<file path="src/rtl/alink_pkg.sv">
package alink_pkg;

    localparam int SLOTS      = 13;
    localparam int TAG_W      = 16;
    localparam int DATA_W     = 20;
    localparam int FRAME_BITS = TAG_W + (SLOTS - 1) * DATA_W;
    localparam int DATA_VEC_W = (SLOTS - 1) * DATA_W;
    localparam int SLOT_IW    = $clog2(SLOTS);
    localparam int BIT_IW     = $clog2(DATA_W);

    typedef logic [SLOT_IW-1:0] slot_idx_t;
    typedef logic [BIT_IW-1:0]  bit_idx_t;
    typedef logic [DATA_W-1:0]  slot_word_t;

    typedef struct packed {
        logic rise;
        logic fall;
    } bclk_ev_t;

    typedef struct packed {
        slot_idx_t slot;
        bit_idx_t  bitn;
    } slot_pos_t;

    typedef struct packed {
        logic      running;
        logic      launch;
        logic      capture;
        slot_pos_t pos;
    } link_step_t;

    typedef enum logic [1:0] {
        SQ_HOLD = 2'd0,
        SQ_ARM  = 2'd1,
        SQ_RUN  = 2'd2
    } seq_state_e;

    function automatic bit_idx_t slot_last_bit(slot_idx_t s);
        return (s == '0) ? bit_idx_t'(TAG_W - 1) : bit_idx_t'(DATA_W - 1);
    endfunction

    function automatic logic is_frame_last(slot_pos_t p);
        return (p.slot == slot_idx_t'(SLOTS - 1)) && (p.bitn == slot_last_bit(p.slot));
    endfunction

    function automatic slot_pos_t next_pos(slot_pos_t p);
        slot_pos_t n;
        n = p;
        if (p.bitn == slot_last_bit(p.slot)) begin
            n.bitn = '0;
            n.slot = (p.slot == slot_idx_t'(SLOTS - 1)) ? '0 : p.slot + slot_idx_t'(1);
        end else begin
            n.bitn = p.bitn + bit_idx_t'(1);
        end
        return n;
    endfunction

    function automatic bit_idx_t msb_first_index(slot_pos_t p);
        return slot_last_bit(p.slot) - p.bitn;
    endfunction

endpackage

</file>
<file path="src/rtl/alink_bclk_edge.sv">
module alink_bclk_edge #(
    parameter int STAGES = 2
) (
    input  logic               clk,
    input  logic               rst,
    input  logic               bclk_i,
    output alink_pkg::bclk_ev_t ev_o
);
    // STAGES synchroniser flops plus one history flop
    logic [STAGES:0] pipe_q;

    always_ff @(posedge clk) begin
        if (rst) begin
            pipe_q <= '0;
        end else begin
            pipe_q <= {pipe_q[STAGES-1:0], bclk_i};
        end
    end

    assign ev_o.rise = pipe_q[STAGES-1] & ~pipe_q[STAGES];
    assign ev_o.fall = ~pipe_q[STAGES-1] & pipe_q[STAGES];
endmodule

</file>
<file path="src/rtl/alink_sequencer.sv">
module alink_sequencer
    import alink_pkg::*;
#(
    parameter int RST_HOLD  = 16,
    parameter int ARM_EDGES = 4
) (
    input  logic       clk,
    input  logic       rst,
    input  bclk_ev_t   ev_i,
    output logic       codec_rst_n_o,
    output link_step_t step_o
);
    localparam int HOLD_W = (RST_HOLD < 2) ? 1 : $clog2(RST_HOLD + 1);
    localparam int ARM_W  = (ARM_EDGES < 1) ? 1 : $clog2(ARM_EDGES + 1);

    seq_state_e       state_q;
    logic [HOLD_W-1:0] hold_cnt_q;
    logic [ARM_W-1:0]  arm_cnt_q;
    slot_pos_t        pos_q;
    logic             launch_q;
    logic             capture_q;
    logic             codec_up_q;

    always_ff @(posedge clk) begin
        if (rst) begin
            state_q    <= SQ_HOLD;
            hold_cnt_q <= '0;
            arm_cnt_q  <= '0;
            pos_q      <= '0;
            launch_q   <= 1'b0;
            capture_q  <= 1'b0;
            codec_up_q <= 1'b0;
        end else begin
            launch_q  <= 1'b0;
            capture_q <= 1'b0;
            case (state_q)
                SQ_HOLD: begin
                    if (hold_cnt_q == HOLD_W'(RST_HOLD - 1)) begin
                        state_q    <= SQ_ARM;
                        codec_up_q <= 1'b1;
                    end else begin
                        hold_cnt_q <= hold_cnt_q + HOLD_W'(1);
                    end
                end
                SQ_ARM: begin
                    if (ev_i.rise) begin
                        if (arm_cnt_q == ARM_W'(ARM_EDGES)) begin
                            state_q  <= SQ_RUN;
                            pos_q    <= '0;
                            launch_q <= 1'b1;
                        end else begin
                            arm_cnt_q <= arm_cnt_q + ARM_W'(1);
                        end
                    end
                end
                SQ_RUN: begin
                    if (ev_i.rise) begin
                        pos_q    <= next_pos(pos_q);
                        launch_q <= 1'b1;
                    end
                    if (ev_i.fall) begin
                        capture_q <= 1'b1;
                    end
                end
                default: state_q <= SQ_HOLD;
            endcase
        end
    end

    assign codec_rst_n_o   = codec_up_q;
    assign step_o.running  = (state_q == SQ_RUN);
    assign step_o.launch   = launch_q;
    assign step_o.capture  = capture_q;
    assign step_o.pos      = pos_q;
endmodule

</file>
<file path="src/rtl/alink_tx_ser.sv">
module alink_tx_ser
    import alink_pkg::*;
(
    input  logic                  clk,
    input  logic                  rst,
    input  link_step_t            step_i,
    input  logic [TAG_W-1:0]      tx_tag_i,
    input  logic [DATA_VEC_W-1:0] tx_slot_i,
    output logic                  sync_o,
    output logic                  sdout_o
);
    slot_word_t in_w     [SLOTS];
    slot_word_t shadow_q [SLOTS];
    logic       reload;
    logic       sync_q;
    logic       sdout_q;

    assign in_w[0] = {{(DATA_W - TAG_W){1'b0}}, tx_tag_i};
    for (genvar k = 1; k < SLOTS; k++) begin : g_in
        assign in_w[k] = tx_slot_i[(k-1)*DATA_W +: DATA_W];
    end

    // idle: track inputs; running: freeze until the frame-end capture
    assign reload = !step_i.running || (step_i.capture && is_frame_last(step_i.pos));

    always_ff @(posedge clk) begin
        if (rst) begin
            for (int k = 0; k < SLOTS; k++) shadow_q[k] <= '0;
            sync_q  <= 1'b0;
            sdout_q <= 1'b0;
        end else begin
            if (reload) begin
                for (int k = 0; k < SLOTS; k++) shadow_q[k] <= in_w[k];
            end
            if (!step_i.running) begin
                sync_q  <= 1'b0;
                sdout_q <= 1'b0;
            end else if (step_i.launch) begin
                sync_q  <= (step_i.pos.slot == '0);
                sdout_q <= shadow_q[step_i.pos.slot][msb_first_index(step_i.pos)];
            end
        end
    end

    assign sync_o  = sync_q;
    assign sdout_o = sdout_q;
endmodule

</file>
<file path="src/rtl/alink_rx_des.sv">
module alink_rx_des
    import alink_pkg::*;
(
    input  logic                  clk,
    input  logic                  rst,
    input  link_step_t            step_i,
    input  logic                  sdin_i,
    output logic [TAG_W-1:0]      rx_tag_o,
    output logic [DATA_VEC_W-1:0] rx_slot_o,
    output logic                  done_o
);
    slot_word_t shift_q;
    slot_word_t word_in;
    slot_word_t hold_q [SLOTS];
    slot_word_t pub_q  [SLOTS];
    logic       done_q;

    assign word_in = {shift_q[DATA_W-2:0], sdin_i};

    always_ff @(posedge clk) begin
        if (rst) begin
            shift_q <= '0;
            done_q  <= 1'b0;
            for (int k = 0; k < SLOTS; k++) begin
                hold_q[k] <= '0;
                pub_q[k]  <= '0;
            end
        end else begin
            done_q <= 1'b0;
            if (step_i.running && step_i.capture) begin
                shift_q <= word_in;
                if (step_i.pos.bitn == slot_last_bit(step_i.pos.slot)) begin
                    hold_q[step_i.pos.slot] <= word_in;
                end
                if (is_frame_last(step_i.pos)) begin
                    for (int k = 0; k < SLOTS; k++) begin
                        pub_q[k] <= (k == SLOTS - 1) ? word_in : hold_q[k];
                    end
                    done_q <= 1'b1;
                end
            end
        end
    end

    assign rx_tag_o = pub_q[0][TAG_W-1:0];
    for (genvar k = 1; k < SLOTS; k++) begin : g_out
        assign rx_slot_o[(k-1)*DATA_W +: DATA_W] = pub_q[k];
    end
    assign done_o = done_q;
endmodule

</file>
<file path="src/rtl/alink_frame_ctrl.sv">
module alink_frame_ctrl
    import alink_pkg::*;
#(
    parameter int RST_HOLD    = 16,
    parameter int ARM_EDGES   = 4,
    parameter int SYNC_STAGES = 2
) (
    input  logic                  clk,
    input  logic                  rst,
    input  logic                  bclk_i,
    input  logic                  sdin_i,
    input  logic [TAG_W-1:0]      tx_tag_i,
    input  logic [DATA_VEC_W-1:0] tx_slot_i,
    output logic                  sync_o,
    output logic                  sdout_o,
    output logic                  codec_rst_n_o,
    output logic [TAG_W-1:0]      rx_tag_o,
    output logic [DATA_VEC_W-1:0] rx_slot_o,
    output logic                  frame_done_o
);
    bclk_ev_t   bclk_ev;
    link_step_t step;

    alink_bclk_edge #(.STAGES(SYNC_STAGES)) u_edge (
        .clk    (clk),
        .rst    (rst),
        .bclk_i (bclk_i),
        .ev_o   (bclk_ev)
    );

    alink_sequencer #(.RST_HOLD(RST_HOLD), .ARM_EDGES(ARM_EDGES)) u_seq (
        .clk           (clk),
        .rst           (rst),
        .ev_i          (bclk_ev),
        .codec_rst_n_o (codec_rst_n_o),
        .step_o        (step)
    );

    alink_tx_ser u_tx (
        .clk       (clk),
        .rst       (rst),
        .step_i    (step),
        .tx_tag_i  (tx_tag_i),
        .tx_slot_i (tx_slot_i),
        .sync_o    (sync_o),
        .sdout_o   (sdout_o)
    );

    alink_rx_des u_rx (
        .clk       (clk),
        .rst       (rst),
        .step_i    (step),
        .sdin_i    (sdin_i),
        .rx_tag_o  (rx_tag_o),
        .rx_slot_o (rx_slot_o),
        .done_o    (frame_done_o)
    );
endmodule

</file>
<file path="config.mk">
export PLATFORM = sky130hd
export DESIGN_NAME = alink_frame_ctrl
export DESIGN_NICKNAME = d
export VERILOG_FILES = /design/src/rtl/alink_pkg.sv /design/src/rtl/alink_bclk_edge.sv /design/src/rtl/alink_sequencer.sv /design/src/rtl/alink_tx_ser.sv /design/src/rtl/alink_rx_des.sv /design/src/rtl/alink_frame_ctrl.sv
export SDC_FILE = /design/constraint.sdc
export NUM_CORES = 1
export LEC_CHECK = 0
export CAP_MARGIN = 20
export CELL_PAD_IN_SITES_DETAIL_PLACEMENT = 1
export CELL_PAD_IN_SITES_GLOBAL_PLACEMENT = 2
export CORE_MARGIN = 5
export CORE_UTILIZATION = 34
export DETAILED_ROUTE_END_ITERATION = 6
export GPL_TIMING_DRIVEN = 0
export PLACE_DENSITY_LB_ADDON = 0.25
export SYNTH_ARGS = -nofsm -noshare
export SYNTH_HDL_FRONTEND = slang
export SYNTH_SLANG_ARGS = --single-unit
export TNS_END_PERCENT = 1
</file>
<file path="constraint.sdc">
create_clock -name clk -period 9.05 [get_ports clk]
set_clock_uncertainty 0.15 [all_clocks]
set_input_delay 1.81 -clock clk [delete_from_list [all_inputs] [get_ports clk]]
set_output_delay 1.81 -clock clk [all_outputs]
set_load 0.01 [all_outputs]
</file>
# Word level (Yosys, flattened, before mapping)
# Memory sizes are Yosys's and may differ from the RTL's. A register that Yosys moved wholly into a read port is not among the register bits.
# Cells that the tools add are included.
op_classes:
  add_sub_neg: 5
  n_lt_le_gt_ge: 1
  n_eq_ne: 11
  n_mux: 63
  n_bitwise: 33
  reduce_logical: 16
ops:
  columns: ["op", "n"]
  rows:
  - ["2-to-1 mux 20 bit", 27]
  - ["2-to-1 mux 9 bit", 3]
  - ["OR 1 bit", 26]
  - ["2-to-1 mux 4 bit", 5]
  - ["OR reduction 20 bit", 1]
  - ["2-to-1 mux 1 bit", 19]
  - ["one-hot mux 9 bit (2 select lines)", 1]
  - ["adder 5 x 1 -> 5 bit (second input constant)", 2]
  - ["2-to-1 mux 5 bit", 2]
  - ["AND reduction 4 bit", 2]
  - ["less-than comparator 5 x 6 -> 1 bit (second input constant)", 1]
  - ["2-to-1 mux 2 bit", 3]
  - ["inequality test 2 bit (second input constant)", 3]
  - ["one-hot mux 2 bit (3 select lines)", 1]
  - ["binary-select mux 1 bit (select 5 bit)", 1]
  - ["equality test 5 x 4 -> 1 bit (second input constant)", 1]
  - ["equality test 5 bit", 1]
  - ["inverter 1 bit", 5]
  - ["AND reduction 5 bit", 1]
  - ["subtractor 5 bit", 1]
  - ["adder 4 x 1 -> 4 bit (second input constant)", 1]
  - ["equality test 4 bit (second input constant)", 1]
  - ["zero test 4 bit", 1]
  - ["inequality test 2 x 1 -> 1 bit (second input constant)", 2]
  - ["14 further kinds", 18]
word_totals:
  reg_bits: 47
  ramBits: 780
  inputBits: 260
  out_inout_bits: 260
  elab_cells: 145
  memories: 3
mem_list:
  columns: ["name", "depth", "width", "rd", "rd_ports_with_merged_regs", "write_ports", "line", "rtl"]
  rows:
  - ["u_rx.hold_q", 13, 20, 12, 0, 13, "alink_rx_des.sv:14", "slot_word_t hold_q [SLOTS];"]
  - ["u_rx.pub_q", 13, 20, 13, 0, 13, "alink_rx_des.sv:15", "slot_word_t pub_q [SLOTS];"]
  - ["u_tx.shadow_q", 13, 20, 1, 1, 13, "alink_tx_ser.sv:13", "slot_word_t shadow_q [SLOTS];"]

# Depth between registers and ports, before layout
# Gate-level depths: netlist (run 1).
logic_depth:
  depth_word: 10
  ltp_mapped: 13

# Cells and area by module
# A second synthesis (run 1) with hierarchy kept.
hier_totals:
  hier_cells: 2156
  area_unflattened_um2: 32162.1
by_module_without_submodules:
  columns: ["module", "instances", "cells_per_inst", "area_per_inst_um2"]
  rows:
  - ["alink_rx_des", 1, 1210, 18888.1]
  - ["alink_tx_ser", 1, 807, 11946.5]
  - ["alink_sequencer", 1, 131, 1236.2]
  - ["alink_bclk_edge", 1, 8, 91.3]

# Worst setup path after synthesis (run 1)
# No wires, ideal clock.
synth_path:
  kind: "input port to flip-flop"
  from: "input port rst"
  to: "memory u_tx.shadow_q[0][0] in the netlist's numbering, enable pin"
  setup_ns: 0.665
  t_arrival_ns: 8.552
  required_ns: 8.235
  setup_slack_ns: -0.317
  stages: 3
  path_buffers: 1
  cell_sequence: "clkbuf_1 nand2b_1 nand2b_1"
synth_lines:
  columns: ["element", "line", "rtl"]
  rows:
  - ["from (decl)", "alink_frame_ctrl.sv:9", "input logic rst,"]
  - ["to (decl)", "alink_tx_ser.sv:13", null]

==> summary.txt, run 1 <==
Placed design
  – IO buf count: around 520
  – Placed Cells: roughly 3,900
  – Placed cell areas: roughly 39,000 sq um
  – Post-DP HPWL: between 70 and 80 mm
  – Gp weighted congestion: around 0.83

Synth
  – Share of the synthesized area in the top cell type: between 60% and 70%
  – Post-synthesis compound-gate area fraction: 2.46%
  – Main combinational cell family by area after synthesis: simple AND/OR/NAND/NOR gates
  – Top FF cell, synth: edfxtp_1
  – Mux share of post-synthesis cell area: under 10%
  – Number of synthesized flops with an enable pin: around 750
  – Commonest cells post-synth: edfxtp_1, and2_1, and3_1
  – Distinct cells, synth: between 60 and 70
  – Post-synth ARST share: 0%
  – Cell taking the most area after synthesis: edfxtp_1
  – Synthesized area: around 32,000 sq um
  – Synth Area in Adders: less than 1%
  – Syn_nets: 2,350
  – Sequential fraction of the synthesis area: 73.1%
  – Synth Register Bits: between 700 and 800
  – Synth warn: 0
  – Count leader, synth: edfxtp_1
  – Avg Cell Area, Syn: around 15 sq um
  – Simple-gate share of the synthesized area: 16.8%
  – Synthesized instance count: a little over 2,000
  – Top post-synthesis cells by area: edfxtp_1, and2_1, and3_1
  – Synth Area in XOR/XNOR: 0.273%

STA
  – Max Slew Vio Count: 0
  – Final period util: between 50 and 60%
  – Hold violation count in the final report: 0
  – Setup TNS: 0 ns
  – Slew @ Worst Pin: roughly 1.2 ns
  – Tmin final: between 5 and 6 ns
  – Final Setup Violations: 0
  – Unrepaired setup endpoints after global routing: false
  – Max transition margin: a little under a quarter
  – F_max: around 180 MHz

Clocking
  – CTS Buf Count: 87
  – Post-CTS sizing: 0
  – Hold-fix buffers, CTS: 0
  – Setup Buffers After CTS: 0
  – Worst skew pair latency: 0.64 ns
  – CTS tree: yes
  – Sink Count: between 700 and 800
  – H-Tree Depth: 3
  – CTS root buf: clkbuf_16
  – Max Buffers Root-to-Sink: 3
  – Clk slew on worst S/H paths: roughly 0.06 ns

Worst setup path
  – Setup crit end kind: register
  – Crit Path Category: in -> reg
  – Startpoint types: input port
  – Crit path max fanout: 57
  – CP Data Arrival Time: 5.57 ns
  – Critical Path RT: approximately 9 ns

Floorplanning
  – Starting Density: 34.3%
  – Rows: ~110
  – I/O pins: 520
  – Core Box Area: roughly 94,000 sq um
  – Die width: 317 um
  – Die height: between 300 and 400 um
  – Full die area: roughly 100,000 sq um

Route
  – DRC violations left: 0
  – Drt initial violations: approximately 1,200
  – Drt wl/cell: approximately 25 um
  – Via count: roughly 19,000
  – Final WL: slightly above 100 mm
  – Remaining antenna violation count after routing: 0
  – Via density: roughly 4.8
  – TritonRoute pass-1 iters: 5

Worst hold path
  – Hold/Removal Path Class: reg -> reg

Job
  – Max-cap violations: 0

GRT
  – Largest net degree at the start of global routing: 74
  – GRT Util Overall: between 10% and 20%
  – Vias in the first global route: between 20,000 and 25,000
  – Busiest layer in global routing: met2
  – Grt ovf: 0
  – Met2 usage in global routing: a little over a third
  – Antenna violations before repair: 13
  – M1 GR Usage: a little under a quarter
  – Global-route wire length before repair: ~150 mm
  – Met3 usage: 4.51%

Layout
  – Share of cells above drive strength 1: 9.50%
  – Final Net Count: between 2,000 and 3,000
  – Finished Cell Area: around 42,000 sq um
  – Area Growth Syn to Fin: 30.8%
  – Final Non-Filler Cells: between 4,000 and 5,000

Power and ir drop
  – PwrDens: 196 nW/um^2
  – P_leak: between 15 and 20 nW
  – Worst IR Drop VDD: about 0.15 mV
  – Pwr Total: 8.24 mW

Status
  – Status: finished clean
==> layout by cell type (no fill, tap or decap), types with 29 or more instances in the layout <==
| cell type | n |
|---|---|
| and2_1 | 409 |
| and3_1 | 222 |
| clkbuf_1 | 122 |
| clkbuf_16 | 87 |
| clkbuf_2 | 29 |
| clkdlybuf4s50_1 | 519 |
| dfxtp_1 | 51 |
| edfxtp_1 | 748 |
| mux2i_1 | 31 |
| mux4_2 | 46 |
| nand2_1 | 33 |
| nor2_1 | 30 |
| nor2b_1 | 131 |
==> flip-flops by register name, summed over array words and instances, names as in the netlist, named ones only <==
| signal | flops |
|---|---|
| u_edge.pipe_q | 3 |
| u_rx.done_o | 1 |
| u_rx.hold_q | 236 |
| u_rx.pub_q | 256 |
| u_rx.shift_q | 19 |
| u_seq.arm_cnt_q | 3 |
| u_seq.capture_q | 1 |
| u_seq.codec_rst_n_o | 1 |
| u_seq.hold_cnt_q | 5 |
| u_seq.launch_q | 1 |
| u_seq.state_q | 2 |
| u_seq.step_o | 9 |
| u_tx.sdout_o | 1 |
| u_tx.shadow_q | 256 |
| u_tx.sync_o | 1 |
==> power by group <==
| part | leakage (nW) | internal (mW) | switching (mW) | total [mW] |
|---|---|---|---|---|
| logic | 6.28 | 0.240 | 0.191 | 0.431 |
| clock network | 1.39 | 2.08 | 1.49 | 3.57 |
| registers | 8.37 | 4.18 | 0.0544 | 4.24 |
==> through the flow <==
stage	worst slack, ns	util (%)	hold WS (ns)
detailed placement	2.74	41.8	0.317
finish	3.63	44.9	0.331
global placement	-0.907	41.6	0.314
global route	3.35	44.9	0.361
floorplan	2.32	-	0.264
CTS	3.41	44.9	0.335
==> critical path, stage by stage <==
cell and delay (ns):
clkdlybuf4s50_1 0.49, clkbuf_1 0.55, clkbuf_1 0.66, clkbuf_1 0.73, a31o_4 0.64, buf_16 0.33
buf_16 0.30
==> final timing paths <==
check | startpoint | to | slack, ns | cells past startpoint
worst max-delay path | rst | u_rx.pub_q[0][93]$_SDFFCE_PN0P_ | 3.63 | 7
worst min-delay path | u_seq.codec_rst_n_o$_SDFFE_PP0P_ | u_seq.codec_rst_n_o$_SDFFE_PP0P_ | 0.33 | 2
worst max register to register | u_seq.step_o[5]$_SDFFE_PP0P_ | u_rx.hold_q[5][2]$_SDFFCE_PN0P_ | 4.40 | 10
worst min register to register | u_seq.codec_rst_n_o$_SDFFE_PP0P_ | u_seq.codec_rst_n_o$_SDFFE_PP0P_ | 0.33 | 2
==> cell type report <==
type                       count  area [sq um]
antenna                        2          5.00
buffer                       157           666
clock buffer                 108          2310
clock inverter                55           563
fill                        9365         51600
inverter                      17          63.8
multi-input combinational   1102          7950
sequential                   799         23500
tap                         1254          1570
timing repair buffer         530          5450
==> kinds of logic after synthesis <==
family | after synthesis
xor gates and xnor gates | 10
adders and majority gates | 15
muxes | 88
DFF | 799
and+or+nand+nor | 878
buffers and inverters | 174
AOI/OAI and AO/OA | 111
==> per-layer routing <==
metal | share of wire, % | vias to the layer above
met5 | 0.12 | -
met4 | 2.7 | 16
met3 | 6.2 | 151
met2 | 53 | 661
met1 | 38 | 9732
li1 | - | 8844
Power figures use the tool's default switching activity.
==> inputs of run 2 (changes only) <==
==> constraint.sdc (replaced) <==
create_clock -name clk -period 4.65 [get_ports clk]
set_clock_uncertainty 0.15 [all_clocks]
set_input_delay 0.93 -clock clk [delete_from_list [all_inputs] [get_ports clk]]
set_output_delay 0.93 -clock clk [all_outputs]
set_load 0.01 [all_outputs]
==> run 2 against run 1 <==
Against the previous run: sequential power up 94%; die area unchanged; critical path depth up 4; sequential share of layout area about the same; largest cell class unchanged; largest power group unchanged.
==> summary.txt, run 2 (synthesis results as in run 1) <==
GRT
  – Vias in the first global route: 21,300
  – Met2 usage in global routing: between 30 and 40%
  – Met3 usage: under 10%
  – Grt ovf: 0
  – GRT Util Overall: 19.9%
  – Antenna violations before repair: 8
  – Global-route wire length before repair: between 100 and 150 mm
  – Busiest layer in global routing: met2
  – M1 GR Usage: 22.6%
  – Largest net degree at the start of global routing: 74

Layout
  – Final Non-Filler Cells: 4,019
  – Area Growth Syn to Fin: 30.7%
  – Most common cell after layout, fill and taps aside: edfxtp_1
  – Share of cells above drive strength 1: 9.46%
  – Final Net Count: slightly below 3,000
  – Post-layout util: between 40% and 50%
  – Largest regs: u_rx.pub_q (256), u_tx.shadow_q (256), u_rx.hold_q (236)
  – Most frequent cells in the layout: edfxtp_1, clkdlybuf4s50_1, and2_1

Route
  – Remaining antenna violation count after routing: 0
  – DRC violations left: 0
  – Via count: 19,300
  – Final WL: 103 mm
  – Drt initial violations: ~1,300
  – Drt wl/cell: between 20 and 30 um
  – Via density: between 4 and 5
  – TritonRoute pass-1 iters: 5

Power and ir drop
  – Pint: ~13 mW
  – Sequential share of power: roughly 52%
  – P_leak: between 15 and 20 nW
  – Worst IR Drop VDD: between 0.3 and 0.4 mV
  – Combinational power share: under 10%
  – P_sw: between 3 and 4 mW
  – Clock power frac: between 40 and 50%
  – Sw Share: approximately a fifth
  – PwrDens: around 380 nW/um^2

Placed design
  – Gp weighted congestion: between 0.7 and 0.8
  – Pre-CTS WS: -0.563 ns
  – IO buf count: slightly above 500
  – Post-DP HPWL: roughly 77 mm
  – Placed Cells: 3,857

Floorplanning
  – Full die area: approximately 100,000 sq um
  – I/O pins: 520
  – Starting Density: 34.3%
  – Die width: between 300 and 400 um
  – Die height: roughly 320 um
  – Rows: ~110
  – Core Box Area: 93,600 sq um

Worst setup path
  – CP delay by family, top: simple AND/OR/NAND/NOR gates
  – WP buf/inv: 3
  – Crit-path slowest cell: nand2b_4
  – Setup crit end kind: register
  – Startpoint types: register
  – CP peak stage delay: 0.67 ns
  – Crit-path most repeated cell: nand2_1
  – CP Data Arrival Time: between 4 and 5 ns
  – Crit Path Category: reg -> reg
  – Critical Path RT: about 4.8 ns
  – Crit path max fanout: 67
  – Critical path cell sequence: inv_1 > ha_2 > nand2_1 > ha_1 > nand2_1 > or3_4 > nor2_2 > nand2_1 > nand2b_4 > buf_16 > buf_16

Clocking
  – Clk slew on worst S/H paths: around 0.060 ns
  – Hold-fix buffers, CTS: 0
  – CTS root buf: clkbuf_16
  – CTS Buf Count: between 80 and 90
  – H-Tree Depth: 3
  – Sink Count: between 700 and 800
  – Max Buffers Root-to-Sink: 3
  – CTS tree: yes
  – Worst skew pair latency: between 0.6 and 0.7 ns

STA
  – Max Slew Vio Count: 0
  – Final Setup Violations: 0
  – Worst Slack Setup Final: between 0.2 and 0.3 ns
  – Hold violation count in the final report: 0
  – F_max: between 200 and 250 MHz
  – Final period util: a little over nine tenths
  – Max transition margin: between 20 and 25%
  – Slew @ Worst Pin: 1.13 ns
  – Hold slack: ~0.34 ns
  – Unrepaired setup endpoints after global routing: false
  – Tmin final: between 4 and 5 ns

Job
  – Max-cap violations: 0

Worst hold path
  – Hold/Removal Path Class: reg -> reg

Status
  – Status: finished clean
==> run 2: worst paths after layout <==
check | startpoint | end | slack [ns] | cells after the start
setup / recovery | u_seq.step_o[5]$_SDFFE_PP0P_ | u_tx.shadow_q[5][10]$_SDFFCE_PN0P_ | 0.26 | 11
hold reg to reg | u_edge.pipe_q[1]$_SDFF_PP0_ | u_seq.capture_q$_SDFF_PP0_ | 0.34 | 1
setup reg to reg | u_seq.step_o[5]$_SDFFE_PP0P_ | u_tx.shadow_q[5][10]$_SDFFCE_PN0P_ | 0.26 | 11
hold / removal | u_edge.pipe_q[1]$_SDFF_PP0_ | u_seq.capture_q$_SDFF_PP0_ | 0.34 | 1
==> run 2: repair_timing <==
item                                    4_1_cts  5_1_grt
setup buffers                                 0        0
gates resized for setup                       9        5
pin swaps                                     0        0
endpoints found under the setup margin      227       40
==> run 2: worst register-to-register path, delay by kind of cell, from the launching register on <==
kind                     cells  cell delay [ns]
AND/OR/NAND/NOR              6             1.76
adder cells (fa/ha/maj)      2             0.88
flip-flops                   1             0.37
buffers and inverters        3             0.82
==> run 2: cell type report <==
class | count | area, sq um
clock buffer | 102 | 2210
tap | 1254 | 1570
buffer | 157 | 673
sequential | 799 | 23500
timing repair buffer | 528 | 5420
fill | 9456 | 51600
inverter | 17 | 63.8
multi-input combinational | 1102 | 7960
clock inverter | 55 | 626
antenna | 5 | 12.5
==> run 2: per-stage QoR <==
step                      area (sq um)  setup TNS [ns]  power [mW]
after CTS                        42000               0        16.2
final                            42000               0        16.0
after floorplan                  32200               0        8.63
after global placement           38900         -836.18        9.24
after detailed placement         39100         -114.64        9.26
after global routing             42000               0        16.5
==> run 2: routing by layer <==
metal / share of wire, % / wire length, um / vias up
met5: 0.069 / 71 / -
met4: 2.6 / 2690 / 10
met3: 5.7 / 5870 / 136
met2: 54 / 55500 / 603
met1: 38 / 38600 / 9727
li1: - / - / 8828
==> run 2: power groups by stage <==
stage / registers, mW / clock network, mW / logic [mW]
floorplan: 8.40 / 0 / 0.237
global placement: 8.39 / 0 / 0.840
detailed placement: 8.40 / 0 / 0.863
CTS: 8.25 / 7.05 / 0.867
global route: 8.26 / 7.37 / 0.901
finish: 8.24 / 6.90 / 0.845
==> inputs of run 3 (changes only) <==
--- a/config.mk
+++ b/config.mk
@@ -5,7 +5,6 @@
 export SDC_FILE = /design/constraint.sdc
 export NUM_CORES = 1
 export LEC_CHECK = 0
-export CAP_MARGIN = 20
 export CELL_PAD_IN_SITES_DETAIL_PLACEMENT = 1
 export CELL_PAD_IN_SITES_GLOBAL_PLACEMENT = 2
 export CORE_MARGIN = 5
==> run 3 against run 2 <==
Against the previous run: via count increased by 0.53%; worst setup slack got worse by 0.010 ns; sequential cell count unchanged; routed wire length decreased by 0.16%; non-clock buffer count decreased by 2; total power decreased by 0.21%; combinational power about the same; maximum frequency decreased by 0.24%; die area unchanged; largest cell class unchanged.
==> summary.txt, run 3 (synthesis results as in run 1) <==
Route
  – Via count: roughly 19,000
  – Via density: between 4 and 5
  – Remaining antenna violation count after routing: 0
  – Drt initial violations: between 1,000 and 1,500
  – Final WL: 103 mm
  – Drt wl/cell: between 20 and 30 um
  – DRC violations left: 0
  – TritonRoute pass-1 iters: 5

Clocking
  – Hold-fix buffers, CTS: 0
  – Setup Buffers After CTS: 0
  – H-Tree Depth: 3
  – Max Buffers Root-to-Sink: 3
  – CTS tree: yes
  – CTS Buf Count: 86
  – Sink Count: about 800
  – Clk slew on worst S/H paths: ~0.060 ns
  – CTS root buf: clkbuf_16
  – Worst skew pair latency: between 0.6 and 0.7 ns

Worst setup path
  – Reg-to-Reg End: u_tx.shadow_q[5][10]$_SDFFCE_PN0P_
  – CP peak stage delay: 0.69 ns
  – CP endpoint: u_tx.shadow_q[5][10]$_SDFFCE_PN0P_
  – Critical Path RT: roughly 4.8 ns
  – Setup crit end kind: register
  – Crit-path most repeated cell: nand2_1
  – CP delay by family, top: simple AND/OR/NAND/NOR gates
  – WP depth: 11
  – CP startpoint: u_seq.step_o[5]$_SDFFE_PP0P_
  – Reg2reg start: u_seq.step_o[5]$_SDFFE_PP0P_
  – Startpoint types: register
  – CP Data Arrival Time: ~4.5 ns
  – Critical path cell sequence: inv_1 > ha_2 > nand2_1 > ha_2 > nand2_1 > or3_4 > nor2_2 > nand2_1 > nand2b_4 > buf_16 > buf_16
  – Crit path max fanout: 67
  – Setup slack, reg-to-reg: between 0.2 and 0.3 ns
  – R2R cell count: 11
  – Crit Path Category: reg -> reg
  – Crit-path slowest cell: nand2b_4
  – WP buf/inv: 3

Power and ir drop
  – Worst IR Drop VDD: 0.232 mV
  – PwrDens: 380 nW/um^2
  – P_leak: 16.0 nW
  – Pwr Total: 16.0 mW

STA
  – Final Setup Violations: 0
  – Tmin final: around 4.4 ns
  – Final period util: 94.6%
  – Max transition margin: 22.4%
  – Max Slew Vio Count: 0
  – Hold violation count in the final report: 0
  – Unrepaired setup endpoints after global routing: false
  – Slew @ Worst Pin: roughly 1.2 ns
  – Worst Slack Setup Final: ~0.25 ns
  – F_max: roughly 230 MHz

Floorplanning
  – Starting Density: 34.3%
  – Rows: around 110
  – Full die area: slightly above 100,000 sq um
  – Die width: roughly 320 um
  – I/O pins: 520
  – Core Box Area: around 94,000 sq um
  – Die height: roughly 320 um

Status
  – Status: finished clean

Layout
  – Share of cells above drive strength 1: under 10%
  – Final Net Count: between 2,000 and 3,000
  – Finished Cell Area: about 42,000 sq um
  – Largest regs: u_rx.pub_q (256), u_tx.shadow_q (256), u_rx.hold_q (236)
  – Area Growth Syn to Fin: 30.5%
  – Layout fillers: 9,427
  – Register Area: ~23,000 sq um
  – Area of the multi-input gates: about 8000 sq um
  – Most common cell after layout, fill and taps aside: edfxtp_1
  – Most frequent cells in the layout: edfxtp_1, clkdlybuf4s50_1, and2_1

Placed design
  – Pre-CTS WS: -0.602 ns
  – Placed cell areas: 39,100 sq um
  – Post-DP HPWL: 76.6 mm
  – IO buf count: just over 500
  – Gp weighted congestion: about 0.80

GRT
  – GRT Util Overall: 19.8%
  – Global-route wire length before repair: ~150 mm
  – Largest net degree at the start of global routing: 74
  – Vias in the first global route: 21,300
  – Antenna violations before repair: 9
  – Grt ovf: 0

Worst hold path
  – Hold/Removal Path Class: reg -> reg

Job
  – Max-cap violations: 0
run 3: metrics by stage:
step	cells	hold WS (ns)	util [%]	TNS (ns)
after floorplan	2075	0.264	-	0
after global placement	3848	0.317	41.6	-836.18
after detailed placement	3855	0.338	41.8	-123.27
after CTS	4012	0.344	44.8	0
after global routing	4012	0.370	44.8	0
final	4015	0.347	44.8	0
run 3: layout make-up:
class                      instances  area share (%)
timing repair buffer             526            12.8
clock inverter                    56            1.39
multi-input combinational       1102            19.0
buffer                           157            1.60
inverter                          17           0.152
tap                             1254            3.74
clock buffer                     101            5.31
sequential                       799            56.0
antenna                            3          0.0179
run 3: repair_timing:
action                     4_1_cts  5_1_grt
resized for setup                9        7
hold endpoints to repair         0        0
pin swaps                        0        0
setup endpoints to repair      227       90
run 3: worst min-delay path by stage:
stage / cells after the start / endpoint / startpoint / slack, ns
after global routing: 1 / u_rx.pub_q[0][55]$_SDFFCE_PN0P_ / u_rx.hold_q[2][15]$_SDFFCE_PN0P_ / 0.37
after CTS: 1 / u_seq.capture_q$_SDFF_PP0_ / u_edge.pipe_q[2]$_SDFF_PP0_ / 0.34
final: 1 / u_seq.capture_q$_SDFF_PP0_ / u_edge.pipe_q[1]$_SDFF_PP0_ / 0.35
after global placement: 2 / u_seq.codec_rst_n_o$_SDFFE_PP0P_ / u_seq.codec_rst_n_o$_SDFFE_PP0P_ / 0.32
after detailed placement: 1 / u_seq.capture_q$_SDFF_PP0_ / u_edge.pipe_q[2]$_SDFF_PP0_ / 0.34
after floorplan: 1 / u_edge.pipe_q[1]$_SDFF_PP0_ / u_edge.pipe_q[0]$_SDFF_PP0_ / 0.26
run 3: worst register-to-register path, stage by stage, from the launching register on:
cell and delay [ns]:
dfxtp_1 0.37, inv_1 0.11, ha_2 0.37, nand2_1 0.27, ha_2 0.49, nand2_1 0.07, or3_4 0.38, nor2_2 0.16
nand2_1 0.18, nand2b_4 0.69, buf_16 0.39, buf_16 0.32
run 3: per-layer routing:
metal / vias to the layer above / share of wire, % / global-route usage, %
li1: 8811 / - / -
met1: 9799 / 38 / 22.5
met2: 635 / 54 / 37.1
met3: 152 / 5.8 / 4.64
met4: 10 / 2.6 / 5.59
met5: - / 0.061 / 0
run 3: report_power, final:
part | switching, mW | internal [mW] | total, mW
Sequential | 0.103 | 8.14 | 8.24
Combinational | 0.379 | 0.467 | 0.846
Clock | 2.86 | 4.00 | 6.86
